[src/rtl/irq_cmd_pkg.sv]
package irq_cmd_pkg;

   typedef enum logic [1:0] {
      INIT_IDLE = 2'd0,
      INIT_BASE = 2'd1,
      INIT_CASC = 2'd2,
      INIT_MODE = 2'd3
   } init_st_e;

   localparam logic [2:0] CMD_ROT_CLR    = 3'd0;
   localparam logic [2:0] CMD_NS_EOI     = 3'd1;
   localparam logic [2:0] CMD_NOP        = 3'd2;
   localparam logic [2:0] CMD_SP_EOI     = 3'd3;
   localparam logic [2:0] CMD_ROT_SET    = 3'd4;
   localparam logic [2:0] CMD_NS_EOI_ROT = 3'd5;
   localparam logic [2:0] CMD_SET_PRIO   = 3'd6;
   localparam logic [2:0] CMD_SP_EOI_ROT = 3'd7;

endpackage

[src/rtl/irq_prio_pick.sv]
module irq_prio_pick #(
   parameter int NLINES = 8,
   localparam int LW = $clog2(NLINES)
) (
   input  logic [NLINES-1:0] cand,
   input  logic [LW-1:0]     offset,
   output logic              hit,
   output logic [LW-1:0]     line,
   output logic [LW-1:0]     rank
);
   generate
      if (NLINES < 2) begin : g_bad
         $error("irq_prio_pick: NLINES must be at least 2");
      end
   endgenerate

   always_comb begin
      hit  = 1'b0;
      line = '0;
      rank = '0;
      for (int k = NLINES - 1; k >= 0; k--) begin
         logic [LW-1:0] idx;
         idx = offset + LW'(k);
         if (cand[idx]) begin
            hit  = 1'b1;
            line = idx;
            rank = LW'(k);
         end
      end
   end
endmodule

[src/rtl/irq_init_seq.sv]
module irq_init_seq
   import irq_cmd_pkg::*;
(
   input  logic     clk,
   input  logic     rst_n,
   input  logic     start,
   input  logic     single_i,
   input  logic     need_mode_i,
   input  logic     step,
   output init_st_e state
);
   logic single_q;
   logic need_mode_q;

   always_ff @(posedge clk) begin
      if (!rst_n) begin
         state       <= INIT_IDLE;
         single_q    <= 1'b0;
         need_mode_q <= 1'b0;
      end else if (start) begin
         state       <= INIT_BASE;
         single_q    <= single_i;
         need_mode_q <= need_mode_i;
      end else if (step) begin
         case (state)
            INIT_BASE: state <= single_q ? (need_mode_q ? INIT_MODE : INIT_IDLE) : INIT_CASC;
            INIT_CASC: state <= need_mode_q ? INIT_MODE : INIT_IDLE;
            INIT_MODE: state <= INIT_IDLE;
            default:   state <= INIT_IDLE;
         endcase
      end
   end
endmodule

[src/rtl/irq_cmd_decoder.sv]
module irq_cmd_decoder
   import irq_cmd_pkg::*;
#(
   parameter int NLINES    = 8,
   parameter int DW        = 8,
   parameter bit IS_SLAVE  = 1'b0,
   parameter int CASC_LINE = 2,
   localparam int LW = $clog2(NLINES)
) (
   input  logic              clk,
   input  logic              rst_n,
   input  logic              bus_wr,
   input  logic              bus_rd,
   input  logic              bus_a0,
   input  logic [DW-1:0]     bus_wdata,
   output logic [DW-1:0]     bus_rdata,
   input  logic [NLINES-1:0] req_in,
   input  logic [NLINES-1:0] level_mode,
   output logic [NLINES-1:0] mask_o,
   output logic [NLINES-1:0] insvc_o,
   output logic [LW-1:0]     prio_off_o,
   output logic [DW-1:0]     vec_base_o,
   output logic              auto_eoi_o,
   output logic              sfn_o,
   output logic              spec_mask_o,
   output logic              init_busy_o,
   output logic [NLINES-1:0] req_clr_o,
   output logic              eoi_stb_o,
   output logic [LW:0]       eoi_line_o
);
   localparam logic [DW-1:0] BASE_KEEP = DW'(8'hF8);

   generate
      if (DW != 8) begin : g_bad_dw
         $error("irq_cmd_decoder: command fields need an 8-bit bus");
      end
      if (NLINES < 2 || NLINES > 8 || (NLINES & (NLINES - 1)) != 0) begin : g_bad_n
         $error("irq_cmd_decoder: NLINES must be a power of two from 2 to 8");
      end
   endgenerate

   // command decode
   logic wr_cmd, is_init1, is_mode, is_op, wr_data;
   assign wr_cmd   = bus_wr & ~bus_a0;
   assign is_init1 = wr_cmd & bus_wdata[4];
   assign is_mode  = wr_cmd & ~bus_wdata[4] & bus_wdata[3];
   assign is_op    = wr_cmd & ~bus_wdata[4] & ~bus_wdata[3];
   assign wr_data  = bus_wr & bus_a0;

   logic [NLINES-1:0] imr, isr;
   logic [LW-1:0]     off;
   logic              rot_aeoi, smm, rsel, poll, aeoi, sfn;
   init_st_e          init_st;

   irq_init_seq u_seq (
      .clk        (clk),
      .rst_n      (rst_n),
      .start      (is_init1),
      .single_i   (bus_wdata[1]),
      .need_mode_i(bus_wdata[0]),
      .step       (wr_data),
      .state      (init_st)
   );

   // pending winner
   logic          pend_hit;
   logic [LW-1:0] pend_line, pend_rank;
   irq_prio_pick #(.NLINES(NLINES)) u_pend (
      .cand(req_in & ~imr), .offset(off),
      .hit(pend_hit), .line(pend_line), .rank(pend_rank)
   );

   // in-service set relevant to masking: special mask hides masked lines
   logic [NLINES-1:0] isr_vis;
   assign isr_vis = smm ? (isr & ~imr) : isr;

   // cascade exception only on a master
   logic [NLINES-1:0] casc_hide;
   generate
      if (!IS_SLAVE && CASC_LINE < NLINES) begin : g_master
         assign casc_hide = (sfn && pend_line == LW'(CASC_LINE)) ?
                            (NLINES'(1) << CASC_LINE) : '0;
      end else begin : g_slave
         assign casc_hide = '0;
      end
   endgenerate

   logic          blk_hit;
   logic [LW-1:0] blk_line, blk_rank;
   irq_prio_pick #(.NLINES(NLINES)) u_block (
      .cand(isr_vis & ~casc_hide), .offset(off),
      .hit(blk_hit), .line(blk_line), .rank(blk_rank)
   );

   logic          top_hit;
   logic [LW-1:0] top_line, top_rank;
   irq_prio_pick #(.NLINES(NLINES)) u_top (
      .cand(isr_vis), .offset(off),
      .hit(top_hit), .line(top_line), .rank(top_rank)
   );

   logic win;
   assign win = pend_hit && (!blk_hit || pend_rank < blk_rank);

   logic [LW-1:0] sel_line;
   assign sel_line = bus_wdata[LW-1:0];

   always_ff @(posedge clk) begin
      if (!rst_n) begin
         imr        <= '0;
         isr        <= '0;
         off        <= '0;
         rot_aeoi   <= 1'b0;
         smm        <= 1'b0;
         rsel       <= 1'b0;
         poll       <= 1'b0;
         aeoi       <= 1'b0;
         sfn        <= 1'b0;
         vec_base_o <= '0;
         bus_rdata  <= '0;
         req_clr_o  <= '0;
         eoi_stb_o  <= 1'b0;
         eoi_line_o <= '0;
      end else begin
         req_clr_o <= '0;
         eoi_stb_o <= 1'b0;
         if (is_init1) begin
            imr       <= '0;
            isr       <= '0;
            off       <= '0;
            rot_aeoi  <= 1'b0;
            smm       <= 1'b0;
            rsel      <= 1'b0;
            poll      <= 1'b0;
            req_clr_o <= ~level_mode;
            if (!bus_wdata[0]) begin
               aeoi <= 1'b0;
               sfn  <= 1'b0;
            end
         end else if (is_mode) begin
            if (bus_wdata[2]) poll <= 1'b1;
            if (bus_wdata[1]) rsel <= bus_wdata[0];
            if (bus_wdata[6]) smm  <= bus_wdata[5];
         end else if (is_op) begin
            case (bus_wdata[7:5])
               CMD_ROT_CLR:  rot_aeoi <= 1'b0;
               CMD_ROT_SET:  rot_aeoi <= 1'b1;
               CMD_NS_EOI, CMD_NS_EOI_ROT: begin
                  if (top_hit) begin
                     isr[top_line] <= 1'b0;
                     if (bus_wdata[7]) off <= top_line + 1'b1;
                  end
               end
               CMD_SP_EOI, CMD_SP_EOI_ROT: begin
                  isr[sel_line] <= 1'b0;
                  if (bus_wdata[7]) off <= sel_line + 1'b1;
                  eoi_stb_o  <= 1'b1;
                  eoi_line_o <= {IS_SLAVE, sel_line};
               end
               CMD_SET_PRIO: off <= sel_line + 1'b1;
               default: ;
            endcase
         end else if (wr_data) begin
            case (init_st)
               INIT_IDLE: imr        <= bus_wdata[NLINES-1:0];
               INIT_BASE: vec_base_o <= bus_wdata & BASE_KEEP;
               INIT_MODE: begin
                  sfn  <= bus_wdata[4];
                  aeoi <= bus_wdata[1];
               end
               default: ;
            endcase
         end else if (bus_rd) begin
            if (poll) begin
               poll <= 1'b0;
               if (win) begin
                  bus_rdata <= DW'(pend_line);
                  if (!aeoi)         isr[pend_line] <= 1'b1;
                  else if (rot_aeoi) off <= pend_line + 1'b1;
                  req_clr_o[pend_line] <= ~level_mode[pend_line];
               end else begin
                  bus_rdata <= '1;
               end
            end else if (bus_a0) begin
               bus_rdata <= DW'(imr);
            end else begin
               bus_rdata <= rsel ? DW'(isr) : DW'(req_in);
            end
         end
      end
   end

   assign mask_o      = imr;
   assign insvc_o     = isr;
   assign prio_off_o  = off;
   assign auto_eoi_o  = aeoi;
   assign sfn_o       = sfn;
   assign spec_mask_o = smm;
   assign init_busy_o = (init_st != INIT_IDLE);
endmodule

[config.mk]
export PLATFORM = sky130hd
export DESIGN_NAME = irq_cmd_decoder
export DESIGN_NICKNAME = d
export VERILOG_FILES = /design/src/rtl/irq_cmd_pkg.sv /design/src/rtl/irq_prio_pick.sv /design/src/rtl/irq_init_seq.sv /design/src/rtl/irq_cmd_decoder.sv
export SDC_FILE = /design/constraint.sdc
export NUM_CORES = 1
export LEC_CHECK = 0
export ABC_AREA = 0
export BUFFER_PORTS_ARGS = -buffer_cell sky130_fd_sc_hd__buf_2
export CAP_MARGIN = 20
export CORE_ASPECT_RATIO = 1.1
export CORE_MARGIN = 5
export CORE_UTILIZATION = 50
export CTS_CLUSTER_DIAMETER = 200
export CTS_CLUSTER_SIZE = 8
export DETAILED_ROUTE_END_ITERATION = 10
export GPL_ROUTABILITY_DRIVEN = 1
export GPL_TIMING_DRIVEN = 0
export PLACE_DENSITY = 0.72
export SYNTH_ARGS = -nofsm -noshare
export SYNTH_HDL_FRONTEND = slang
export SYNTH_SLANG_ARGS = --single-unit
[constraint.sdc]
create_clock -name clk -period 9.2 [get_ports clk]
set_clock_uncertainty 0.05 [all_clocks]
set_input_delay 0.46 -clock clk [delete_from_list [all_inputs] [get_ports clk]]
set_output_delay 0.46 -clock clk [all_outputs]
set_load 0.03 [all_outputs]
# == Word level (Yosys, flattened, before mapping) ==
# Index checks and enable logic that the tools add are counted.
# totals
register_bits,54
latch_bits,0
mem_bits_rw,0
mem_bits_ro,0
inputBits,29
out_inout_bits,52
wordCells,294
n_memories,0
# classes
add_sub_neg,10
multipliers,0
div_mod_pow,0
n_lt_le_gt_ge,15
n_eq_ne,23
n_shift,0
n_mux,167
n_bitwise,27
n_reduce_logical,34
# op_table
op,n
2-to-1 mux 8 bit,19
2-to-1 mux 3 bit,43
binary-select mux 1 bit (select 3 bit),25
2-to-1 mux 1 bit,71
bitwise AND 8 bit,6
"less-than comparator 3 x 4 -> 1 bit, second input constant",11
inverter 8 bit,4
nonzero test 2 bit,10
"inequality test 2 bit, second input constant",8
one-hot mux 8 bit (2 select lines),1
AND reduction 5 bit,3
"adder 3 x 1 -> 3 bit, second input constant",4
"adder 3 bit, second input constant",4
"== test 3 bit, second input constant",4
AND reduction 4 bit,3
AND reduction 11 bit,1
demux 1 bit (select 3 bit),3
">= comparator 3 x 1 -> 1 bit, second input constant",3
"inequality test 3 bit, second input constant",3
inverter 1 bit,9
one-hot mux 3 bit (3 select lines),1
inverter 3 -> 8 bit,1
OR 8 bit,1
AND reduction 8 bit,1
other kinds (21),37

# == Depth between registers and ports, before layout ==
# Gate-level depths: netlist (run 1).
# logic_depth
depth_word,37
mapped_depth,25

# == Cells and area by module ==
# Synthesis (run 1) repeated with hierarchy kept, for this count alone.
# hier_totals
hier_cells,695
hier_area_um2,5856.9
# by_module_without_submodules
mod,instances,cells_each,area_per_inst_um2,seq_area_each_um2
irq_cmd_decoder,1,363,2884.0,1001.0
irq_prio_pick,3,103,920.9,0.0
irq_init_seq,1,23,210.2,80.1

# == Worst setup path before layout (run 1) ==
# No wires, ideal clock.
# synth_timing
kind,flip-flop to flip-flop
start,reg off[1] (netlist: prio_off_o[1])
end,reg isr[0] (netlist: insvc_o[0])
arrival_ns,5.748
setup_slack_ns,3.307
stages_incl_launch_ff,24
path_buffers,6
synth_period_minus_slack_ns,5.893
path_cell_list,dfxtp_1 buf_2 inv_1 buf_1 clkbuf_1 ha_1 buf_2 xor2_2 mux4_2 nor2_1 nand3_1 and3_1 buf_4 buf_4 a41oi_1 nor4_1 nand2b_1 ha_1 a21oi_1 nand2_1 or4_4 o32ai_4 o31ai_2 o41ai_2
# synth_via
elab_chain_cells,31
# synth_lines
element,line_no,text
"start, declared",irq_cmd_decoder.sv:51,logic [LW-1:0] off;
"start signal, assigned",irq_cmd_decoder.sv:151,if (bus_wdata[7]) off <= top_line + 1'b1;
"start signal, assigned",irq_cmd_decoder.sv:156,if (bus_wdata[7]) off <= sel_line + 1'b1;
"start signal, assigned",irq_cmd_decoder.sv:160,CMD_SET_PRIO: off <= sel_line + 1'b1;
adder 3 bit,irq_prio_pick.sv:23,idx = offset + LW'(k);
binary-select mux 1 bit (select 3 bit),irq_prio_pick.sv:24,if (cand[idx]) begin
2-to-1 mux 1 bit (not written as such),irq_prio_pick.sv:24,
2-to-1 mux 3 bit (8 in a row),irq_prio_pick.sv:24,
== test 3 x 2 -> 1 bit,irq_cmd_decoder.sv:81,assign casc_hide = (sfn && pend_line == LW'(CASC_LINE)) ?
logical AND 1 bit,irq_cmd_decoder.sv:81,
2-to-1 mux 3 bit,irq_cmd_decoder.sv:81,
inverter 3 -> 8 bit,irq_cmd_decoder.sv:91,".cand(isr_vis & ~casc_hide), .offset(off),"
bitwise AND 8 bit,irq_cmd_decoder.sv:91,
binary-select mux 1 bit (select 3 bit),irq_prio_pick.sv:24,
2-to-1 mux 1 bit (not written as such),irq_prio_pick.sv:24,
2-to-1 mux 3 bit / 2-to-1 mux 1 bit (equally long branches) (8 in a row),irq_prio_pick.sv:24,
less-than comparator 3 bit / logical NOT 1 bit (equally long branches),irq_cmd_decoder.sv:103,assign win = pend_hit && (!blk_hit || pend_rank < blk_rank);
logical OR 1 bit,irq_cmd_decoder.sv:103,
logical AND 1 bit,irq_cmd_decoder.sv:103,
nonzero test 2 bit (no source line),--,
AND reduction 8 bit (no source line),--,
"end signal, assigned",irq_cmd_decoder.sv:111,isr <= '0;
"end signal, assigned",irq_cmd_decoder.sv:129,isr <= '0;
"end signal, assigned by index",irq_cmd_decoder.sv:150,isr[top_line] <= 1'b0;
"end, declared",irq_cmd_decoder.sv:50,"logic [NLINES-1:0] imr, isr;"
# Parallel ways exist; a longest one is shown, timed or not. The select of a mux whose other input is x is not followed.
# A chain may end at the register's enable or synchronous reset.

# == Final worst setup path (run 1) ==
# layout_timing
start,reg off[1] (netlist: prio_off_o[1])
end,reg off[2] (netlist: prio_off_o[2])
# layout_via
elab_chain_cells,31
# layout_lines
element,line_no
adder 3 bit,irq_prio_pick.sv:23
binary-select mux 1 bit (select 3 bit),irq_prio_pick.sv:24
2-to-1 mux 1 bit (not written as such),irq_prio_pick.sv:24
2-to-1 mux 3 bit (8 in a row),irq_prio_pick.sv:24
== test 3 x 2 -> 1 bit,irq_cmd_decoder.sv:81
logical AND 1 bit,irq_cmd_decoder.sv:81
2-to-1 mux 3 bit,irq_cmd_decoder.sv:81
inverter 3 -> 8 bit,irq_cmd_decoder.sv:91
bitwise AND 8 bit,irq_cmd_decoder.sv:91
binary-select mux 1 bit (select 3 bit),irq_prio_pick.sv:24
2-to-1 mux 1 bit (not written as such),irq_prio_pick.sv:24
2-to-1 mux 3 bit / 2-to-1 mux 1 bit (equally long branches) (8 in a row),irq_prio_pick.sv:24
less-than comparator 3 bit / logical NOT 1 bit (equally long branches),irq_cmd_decoder.sv:103
logical OR 1 bit,irq_cmd_decoder.sv:103
logical AND 1 bit,irq_cmd_decoder.sv:103
nonzero test 2 bit (no source line),--
AND reduction 11 bit (no source line),--
# Parallel ways exist; a longest one is shown, timed or not. The select of a mux whose other input is x is not followed.

==> flow_summary.toml, run 1 <==
[worst_setup_path]
crit_path_start_kind = "register"
critical_path.top_delay_family = "compound AO/OA/AOI/OAI gates"
crit_type = "reg2reg"
crit_buf_inv = 6
worst_setup_path_end_kind = "register"
path_cells = "buf_2, inv_1, buf_1, clkbuf_1, ha_1, clkbuf_1, nand4b_1, nand4_1, o2bb2ai_1, a2111oi_0, o221ai_2, nand2_2, buf_2, a31oi_1, nor4b_1, nand2b_1, ha_1, a21oi_1, nand2_1, or4_4, o32ai_4, o31a_1, mux2i_1"
crit_path_max_incr_delay_ns = 0.50
cp_slowest_cell = "a2111oi_0"
crit_path_max_fanout = 10
worst_ep_arrival_time_ns = 7.28
cp.required_ns = 9.34

[yosys]
synth_top_family_by_area = "compound AO/OA/AOI/OAI gates"
synthTopCellsByCount = "95 x nand2_1, 54 x dfxtp_1, 45 x o21ai_0, 40 x mux2i_1, 39 x a21oi_1"
syn-instance-count = 665
yosys.area.top_type = "dfxtp_1"
synth-seq-cells = 54
synth.area.mux_share = 0.205
ys_warn_count = 0
synth_cell_types = 80
yosysSeqAreaShare = 0.204
synth_area_sq_um = 5310
synth_top_area_share = 0.204
synthAdderAreaFrac = 0.0212
synthXorXnorAreaFrac = 0.0108
synth_area_leaders = "dfxtp_1 20%, mux4_2 9.8%, mux2i_1 7.5%, nand2_1 6.7%, o21ai_0 4.2%"
synth_compound_area_frac = 0.274
synth.most_common_cell = "nand2_1"
synth_ff_type = "dfxtp_1"
synthArstFlopShare = 0
synth-simple-area-share = 0.229
syn_area_per_cell_sq_um = 7.98
synth_edf_count = 0

[floorplan]
io_pins = 81
die_x_um = 108
core_area_sq_um = 10400
die_area_sq_um = 12800
start_util = 0.511
fp.dieH_um = 118
rows = 39

[clocking]
cts-root-buf = "clkbuf_16"
clock-sinks = 54
cts_buffer_depth = 2
cts_setup_buffers = 0
tritoncts = "done"
numCtsBuffers = 5
cts_resized = 0
clkSlewWorstSetupHoldPaths_ns = 0.07
cts_max_level = 2
clk_latency_ns = 0.30
ctsHoldBuffers = 0

[run]
cap_violations = 0

[power]
p_per_area_nw_per_um2 = 105
power_mw = 0.631
p_leak_nw = 2.40
ir_drop_mv = 0.109

[layout]
seqCellArea_sq_um = 1080
final.fill_count = 1012
multi_input_area_sq_um = 3940
final_layout_size_suffix_gt1_frac = 0.203
postLayoutCellArea_sq_um = 6030
fin_nets = 786
area_delta_synth_final_pct = 13.7
n_antenna_cell = 0

[sta]
whs_ns = 0.421
final_hold_viol_count = 0
slew-limit-headroom = 0.318
fmax_ghz = 0.140
finalCritPeriodShare = 0.776
finalSetupViolCount = 0
worst_pin_slew_ns = 1.01
rsz0062_at_grt = "no"
fin_tns_setup_ns = 0
min_period_ns = 7.14
slew_viol_final = 0

[global_route]
antenna_found_initial = 0
grt_pass1_wl_um = 28900
grt-ovfl-total = 0
grt_use_total = 0.284
grt_max_degree = 16
grt_pass1_vias = 5433

[placement]
gp_congestion = 1.01
placed_area_sq_um = 5860
numPortBuffers = 73
dp_hpwl_um = 14600

[routing]
dr_wl_met2_um = 8870
highest_layer = "met4"
drtAntennaViolNets = 0
drt_wl_total_um = 18300
dr.pass1.iters = 5
vias_per_cell = 6.35
wl_met3_um = 1180
drt-initial-drc-count = 387
num_vias = 5655
drc = 0
m1WireLength_um = 7520
wl_per_cell_um = 20.5

[min_path]
hp-class = "reg2reg"

[run_status]
status = "finished, final reports clean"
[metrics by stage]
stage / cells / util / worst slack [ns]
6_report: 891 / 0.580 / 2.06
5_1_grt: 891 / 0.580 / 1.57
3_5_place_dp: 884 / 0.564 / 2.23
2_1_floorplan: 668 / - / 3.31
3_3_place_gp: 884 / 0.564 / 2.32
4_1_cts: 891 / 0.580 / 2.20
[flip-flops by register name, summed over array words and instances (netlist names)]
register,count
poll,1
spec_mask_o,1
insvc_o,8
sfn_o,1
rsel,1
bus_rdata,8
req_clr_o,8
mask_o,8
u_seq.need_mode_q,1
rot_aeoi,1
u_seq.single_q,1
eoi_line_o,3
eoi_stb_o,1
prio_off_o,3
u_seq.state,2
auto_eoi_o,1
vec_base_o,5
[routing by layer]
metal / up-vias / GRT usage
li1: 2668 / -
met1: 2706 / 0.366
met2: 235 / 0.476
met3: 46 / 0.0329
met4: 0 / 0.122
met5: - / 0
[power by group]
part	leakage (nW)	total (mW)	internal, mW	switching [mW]
Sequential	0.438	0.245	0.239	0.00561
Combinational	1.88	0.166	0.0579	0.108
Clock	0.0829	0.220	0.134	0.0857
Total	2.40	0.631	0.432	0.200
[tightest hold or removal path, delay by kind of cell, from the launching register on]
kind,cells,cell delay [ns]
AOI/OAI and AO/OA,1,0.06
DFF,1,0.31
and+or+nand+nor,1,0.05
[cell usage in the layout, fill, tap and decap left out, types with 15 or more instances in the layout]
cell / instances
nand3_1: 37
a21boi_0: 23
mux2i_1: 40
dfxtp_1: 54
clkbuf_1: 26
mux4_2: 23
buf_2: 79
mux2_2: 15
nor2_1: 38
o21ai_0: 45
inv_1: 18
nand2_1: 95
a21oi_1: 39
[worst paths after layout]
check                           slack (ns)       endpoint  cells after the start          start
worst max-delay path                  2.06  prio_off_o[2]                     23  prio_off_o[1]
worst min-delay path                  0.42  vec_base_o[5]                      2  vec_base_o[5]
worst max register to register        2.06  prio_off_o[2]                     23  prio_off_o[1]
worst min register to register        0.42  vec_base_o[5]                      2  vec_base_o[5]
[cell families (layout without fill, tap and decap cells)]
kind of cell | Yosys count | after routing
simple gates | 247 | 247
other cells | 1 | 4
xor+xnor | 4 | 4
compound gates | 207 | 207
mux | 78 | 78
buf+inv | 65 | 145
fa+ha+maj | 9 | 9
flops | 54 | 54
[area by class of cell]
| type | instances | area share |
|---|---|---|
| timing repair buffer | 73 | 0.0606 |
| buffer | 46 | 0.0373 |
| sequential | 54 | 0.179 |
| tap | 143 | 0.0297 |
| clock inverter | 1 | 0.00498 |
| clock buffer | 6 | 0.0230 |
| inverter | 19 | 0.0118 |
| multi-input combinational | 549 | 0.653 |
Note: power is estimated with default switching activity, not from simulation.
==> inputs of run 2 (changes only) <==
PLACE_DENSITY = 0.74   (was 0.72)
clock period = 5.75 ns   (was 9.2 ns; I/O delays follow)
==> run 2 against run 1 <==
Compared with the run above: cell area rose by 5.8%; via count rose by 3.7%; power up 58%; largest power group unchanged.
==> flow_summary.toml, run 2 (same netlist as run 1, synthesis figures left out) <==
[run_status]
status = "finished, final reports clean"

[floorplan]
fp.dieH_um = 118
die_area_sq_um = 12800
start_util = 0.511
core_area_sq_um = 10400
rows = 39
io_pins = 81
die_x_um = 108

[layout]
final_layout_size_suffix_gt1_frac = 0.249
final_common_cell = "nand2_1"
seqCellArea_sq_um = 1090
multi_input_area_sq_um = 4120
area_delta_synth_final_pct = 20.3
postLayoutCellArea_sq_um = 6380
fin_nets = 801
n_antenna_cell = 0
final.fill_count = 1006
final_util = 0.614
layout_common_cells = "95 x nand2_1, 74 x buf_2, 52 x dfxtp_1"

[sta]
final_hold_viol_count = 0
slew-limit-headroom = 0.484
whs_ns = 0.244
fmax_ghz = 0.179
slew_viol_final = 0
worst_pin_slew_ns = 0.763
rsz0062_at_grt = "no"
finalCritPeriodShare = 0.970
fin_tns_setup_ns = 0
min_period_ns = 5.57
finalSetupViolCount = 0

[global_route]
grt-ovfl-total = 0
grt_pass1_wl_um = 29300
grt_use_total = 0.287
antenna_found_initial = 0
grt_max_degree = 18
grt_pass1_vias = 5563

[worst_setup_path]
crit_type = "reg2reg"
worst_setup_path_end_kind = "register"
cp.required_ns = 5.91
crit_path_start_kind = "register"
crit_path_max_fanout = 10
worst_ep_arrival_time_ns = 5.73

[routing]
num_vias = 5864
dr.pass1.iters = 5
drt_wl_total_um = 18600
drc = 0
highest_layer = "met4"
wl_met3_um = 1340
m1WireLength_um = 7440
wl_per_cell_um = 20.6
vias_per_cell = 6.47
dr_wl_met2_um = 9090
drt-initial-drc-count = 503
drtAntennaViolNets = 0

[power]
switchingPower_mw = 0.334
ir_drop_mv = 0.160
p_per_area_nw_per_um2 = 157
pwr-share-seq = 0.391
power_mw = 0.999
internal_power_mw = 0.666
p_sw_frac = 0.334
p_leak_nw = 2.54
power_frac_comb = 0.292
pwr-share-clk = 0.317

[placement]
numPortBuffers = 73
dp_hpwl_um = 14300
placed_area_sq_um = 5880
gp_congestion = 0.977

[clocking]
cts_buffer_depth = 2
clk_latency_ns = 0.30
clkSlewWorstSetupHoldPaths_ns = 0.07
cts_max_level = 2
cts-root-buf = "clkbuf_16"
clock-sinks = 54
ctsHoldBuffers = 0
tritoncts = "done"
numCtsBuffers = 5

[run]
cap_violations = 0

[min_path]
hp-class = "in2reg"
## run 2: cell types whose count changed in the layout (fill, tap and decap cells not counted), moves of 3 or more
cell	change
buf_2	-5
buf_4	+14
a41oi_1	-4
buf_6	+3
## run 2: power by group through the flow
stage          logic [mW]  registers (mW)  clock network, mW
3_5_place_dp        0.260           0.400                  0
3_3_place_gp        0.255           0.399                  0
5_1_grt             0.313           0.392              0.336
6_report            0.292           0.391              0.316
4_1_cts             0.272           0.391              0.322
2_1_floorplan       0.169           0.413                  0
## run 2: repair_timing
action | CTS | global route
buffers inserted | 10 | 5
resized for setup | 22 | 24
endpoints found under the setup margin | 27 | 27
pin swaps | 6 | 8
## run 2: critical path, cell delays in order, from the launching register on
cell        delay [ns]
dfxtp_4           0.37
buf_8             0.11
clkinvlp_4        0.08
buf_6             0.15
clkbuf_8          0.17
ha_4              0.23
or4b_2            0.63
and4_4            0.21
o221a_2           0.27
o221ai_4          0.28
nand2_4           0.11
buf_4             0.20
a41oi_4           0.26
nor2_1            0.07
o31ai_1           0.27
nand3b_1          0.12
ha_2              0.19
a21oi_2           0.11
nand2_1           0.08
or4_4             0.50
o32ai_4           0.30
buf_12            0.16
o31a_1            0.24
mux2i_2           0.30
## run 2: worst paths after layout
path | from | to | slack (ns) | depth (start not counted)
max | prio_off_o[1] | prio_off_o[2] | 0.18 | 23
min | bus_wdata[2] | eoi_line_o[2] | 0.24 | 3
max reg2reg | prio_off_o[1] | prio_off_o[2] | 0.18 | 23
min reg2reg | vec_base_o[4] | vec_base_o[4] | 0.42 | 2
## run 2: layer usage
metal | GRT usage | vias up
met5 | 0 | -
met3 | 0.0455 | 57
li1 | - | 2705
met1 | 0.359 | 2796
met2 | 0.478 | 306
met4 | 0.132 | 0
## run 2: area by class of cell
| cell class | count | area share |
|---|---|---|
| Multi-Input combinational cell | 549 | 0.645 |
| Sequential cell | 54 | 0.170 |
| Timing Repair Buffer | 89 | 0.0776 |
| Buffer | 45 | 0.0429 |
| Tap cell | 143 | 0.0280 |
| Clock buffer | 6 | 0.0218 |
| Inverter | 19 | 0.0118 |
| Clock inverter | 2 | 0.00255 |
## run 2: metrics by stage
step	setup slack, ns	instances
3_3_place_gp	-1.01	884
5_1_grt	0.00725	907
2_1_floorplan	0.0467	668
6_report	0.175	907
3_5_place_dp	-1.23	884
4_1_cts	0.00886	902
==> inputs of run 3 (changes only) <==
PLACE_DENSITY = 0.71   (was 0.74)
SETUP_SLACK_MARGIN = 0.1   (was not set)
SYNTH_HIERARCHICAL = 1   (was not set)
clock period = 6 ns   (was 5.75 ns; I/O delays follow)
==> run 3 against run 2 <==
Compared with the run above: clock power shrank 8.2%; sequential cell count is the same; count of clock-buffer cells in the layout is the same; die area grew 4.3%; non-clock buffer count grew 15; combinational power shrank 13%; via count shrank 3.3%; largest power group unchanged; highest routed layer unchanged.
==> flow_summary.toml, run 3 <==
[floorplan]
core_area_sq_um = 10900
io_pins = 81
start_util = 0.509
rows = 40
die_x_um = 110
die_area_sq_um = 13300
fp.dieH_um = 121

[layout]
area_delta_synth_final_pct = 19.9
final_util = 0.610
fin_cells = 905
final.fill_count = 961
seqCellArea_sq_um = 1090
n_antenna_cell = 0
final_layout_size_suffix_gt1_frac = 0.311
fin_nets = 797
multi_input_area_sq_um = 4150
final_common_cell = "buf_2"
layout_common_cells = "78 x buf_2, 71 x nand2_1, 70 x a21oi_1"

[sta]
worst_pin_slew_ns = 1.20
finalCritPeriodShare = 0.975
rsz0062_at_grt = "yes"
slew-limit-headroom = 0.195
final_hold_viol_count = 0
slew_viol_final = 0
fmax_ghz = 0.171
finalSetupViolCount = 0
min_period_ns = 5.85

[yosys]
synth_area_sq_um = 5550
ys_warn_count = 6
syn-instance-count = 644
syn_area_per_cell_sq_um = 8.62

[routing]
drt-initial-drc-count = 479
vias_per_cell = 6.26
drtAntennaViolNets = 0
num_vias = 5668
dr.pass1.iters = 6
drt_wl_total_um = 17400
wl_per_cell_um = 19.2
drc = 0

[global_route]
grt-ovfl-total = 0
antenna_found_initial = 0
grt_use_total = 0.249
grt_pass1_wl_um = 27400
grt_pass1_vias = 5423
grt_max_degree = 18

[min_path]
hp-class = "in2reg"

[worst_setup_path]
worst_setup_path_end_kind = "register"
rr_worst_depth = 26
cp.depth = 26
crit_path_max_incr_delay_ns = 0.53
critical_path.top_delay_family = "compound AO/OA/AOI/OAI gates"
worst_ep_arrival_time_ns = 6.02
crit_top_cell = "buf_8"
cp.required_ns = 6.17
crit_path_start_kind = "register"
crit_type = "reg2reg"
crit_path_max_fanout = 7
cp_slowest_cell = "mux4_2"
rrSetupSlack_ns = 0.15
crit_end = "insvc_o[7]"
crit_buf_inv = 7
critPathLaunch = "prio_off_o[1]"
reg2reg_to = "insvc_o[7]"
timing.rr.start = "prio_off_o[1]"

[clocking]
tritoncts = "done"
clkSlewWorstSetupHoldPaths_ns = 0.07
clk_latency_ns = 0.30
cts-root-buf = "clkbuf_16"
clock-sinks = 54
cts_max_level = 2
cts_buffer_depth = 2
numCtsBuffers = 5

[run]
cap_violations = 0

[power]
ir_drop_mv = 0.182
p_leak_nw = 2.66
p_per_area_nw_per_um2 = 138

[placement]
gp_congestion = 0.898
dpl.cell_count = 868
dp_hpwl_um = 12900
numPortBuffers = 72

[run_status]
status = "finished, final reports clean"
## run 3: worst register-to-register path: stages (launching register included)
cell and delay (ns):
dfxtp_4 0.37, buf_8 0.11, buf_8 0.10, clkinvlp_4 0.10
ha_4 0.29, buf_8 0.10, mux4_2 0.39, mux2i_4 0.19
nor2_1 0.06, a311oi_1 0.30, a21oi_1 0.10, a31oi_2 0.26
buf_6 0.17, nor3b_4 0.30, a21boi_4 0.13, mux4_2 0.53
a2111oi_4 0.38, a31oi_2 0.09, a21oi_1 0.13, o311a_1 0.17
inv_2 0.05, ha_4 0.21, a2111o_1 0.46, a211oi_4 0.27
buf_6 0.16, o21bai_4 0.07, a221oi_2 0.23
## run 3: how the worst min path moves through the flow
stage             startpoint           end  cells after the start
2_1_floorplan  level_mode[3]  req_clr_o[3]                      1
3_3_place_gp    bus_rdata[2]  bus_rdata[2]                      2
3_5_place_dp    bus_rdata[3]  bus_rdata[3]                      2
4_1_cts        level_mode[3]  req_clr_o[3]                      2
5_1_grt        level_mode[3]  req_clr_o[3]                      2
6_report       level_mode[3]  req_clr_o[3]                      2
## run 3: routing by layer
layer / wire length (um) / global-route usage / part of all wire / vias up
li1: - / - / - / 2608
met4: 753 / 0.119 / 0.043 / 0
met1: 6780 / 0.306 / 0.39 / 2678
met3: 1370 / 0.0380 / 0.079 / 51
met5: 0 / 0 / 0 / -
met2: 8460 / 0.427 / 0.49 / 331
## run 3: metrics by stage
step / hold slack, ns / setup TNS, ns / power, mW / area, sq um / setup WS, ns
CTS: 0.100 / 0 / 0.901 / 6480 / 0.113
floorplan: 0.319 / 0 / 0.544 / 5580 / 0.104
detailed placement: 0.393 / -21.90 / 0.603 / 6140 / -1.01
finish: 0.0992 / 0 / 0.916 / 6660 / 0.149
global route: 0.103 / 0 / 0.956 / 6660 / 0.00642
global placement: 0.389 / -17.62 / 0.597 / 6130 / -0.851
## run 3: final cells by class
cell class                      count  share of cell area
Multi-Input combinational cell    512               0.623
Clock inverter                      2             0.00207
Tap cell                          147              0.0276
Inverter                           35              0.0203
Buffer                             45              0.0520
Clock buffer                        6              0.0194
Sequential cell                    54               0.163
Timing Repair Buffer              104              0.0919
## run 3: report_power, final
part | switching, mW | internal (mW)
clock network | 0.134 | 0.156
logic | 0.151 | 0.102
registers | 0.00823 | 0.365
## run 3: what timing repair did
| item | in CTS | in global routing |
|---|---|---|
| endpoints found under the hold margin | 0 | 0 |
| pin swaps | 6 | 10 |
| hold buffers | 0 | 0 |
| resized for setup | 23 | 16 |
| buffers inserted | 15 | 14 |
| endpoints found under the setup margin | 27 | 27 |
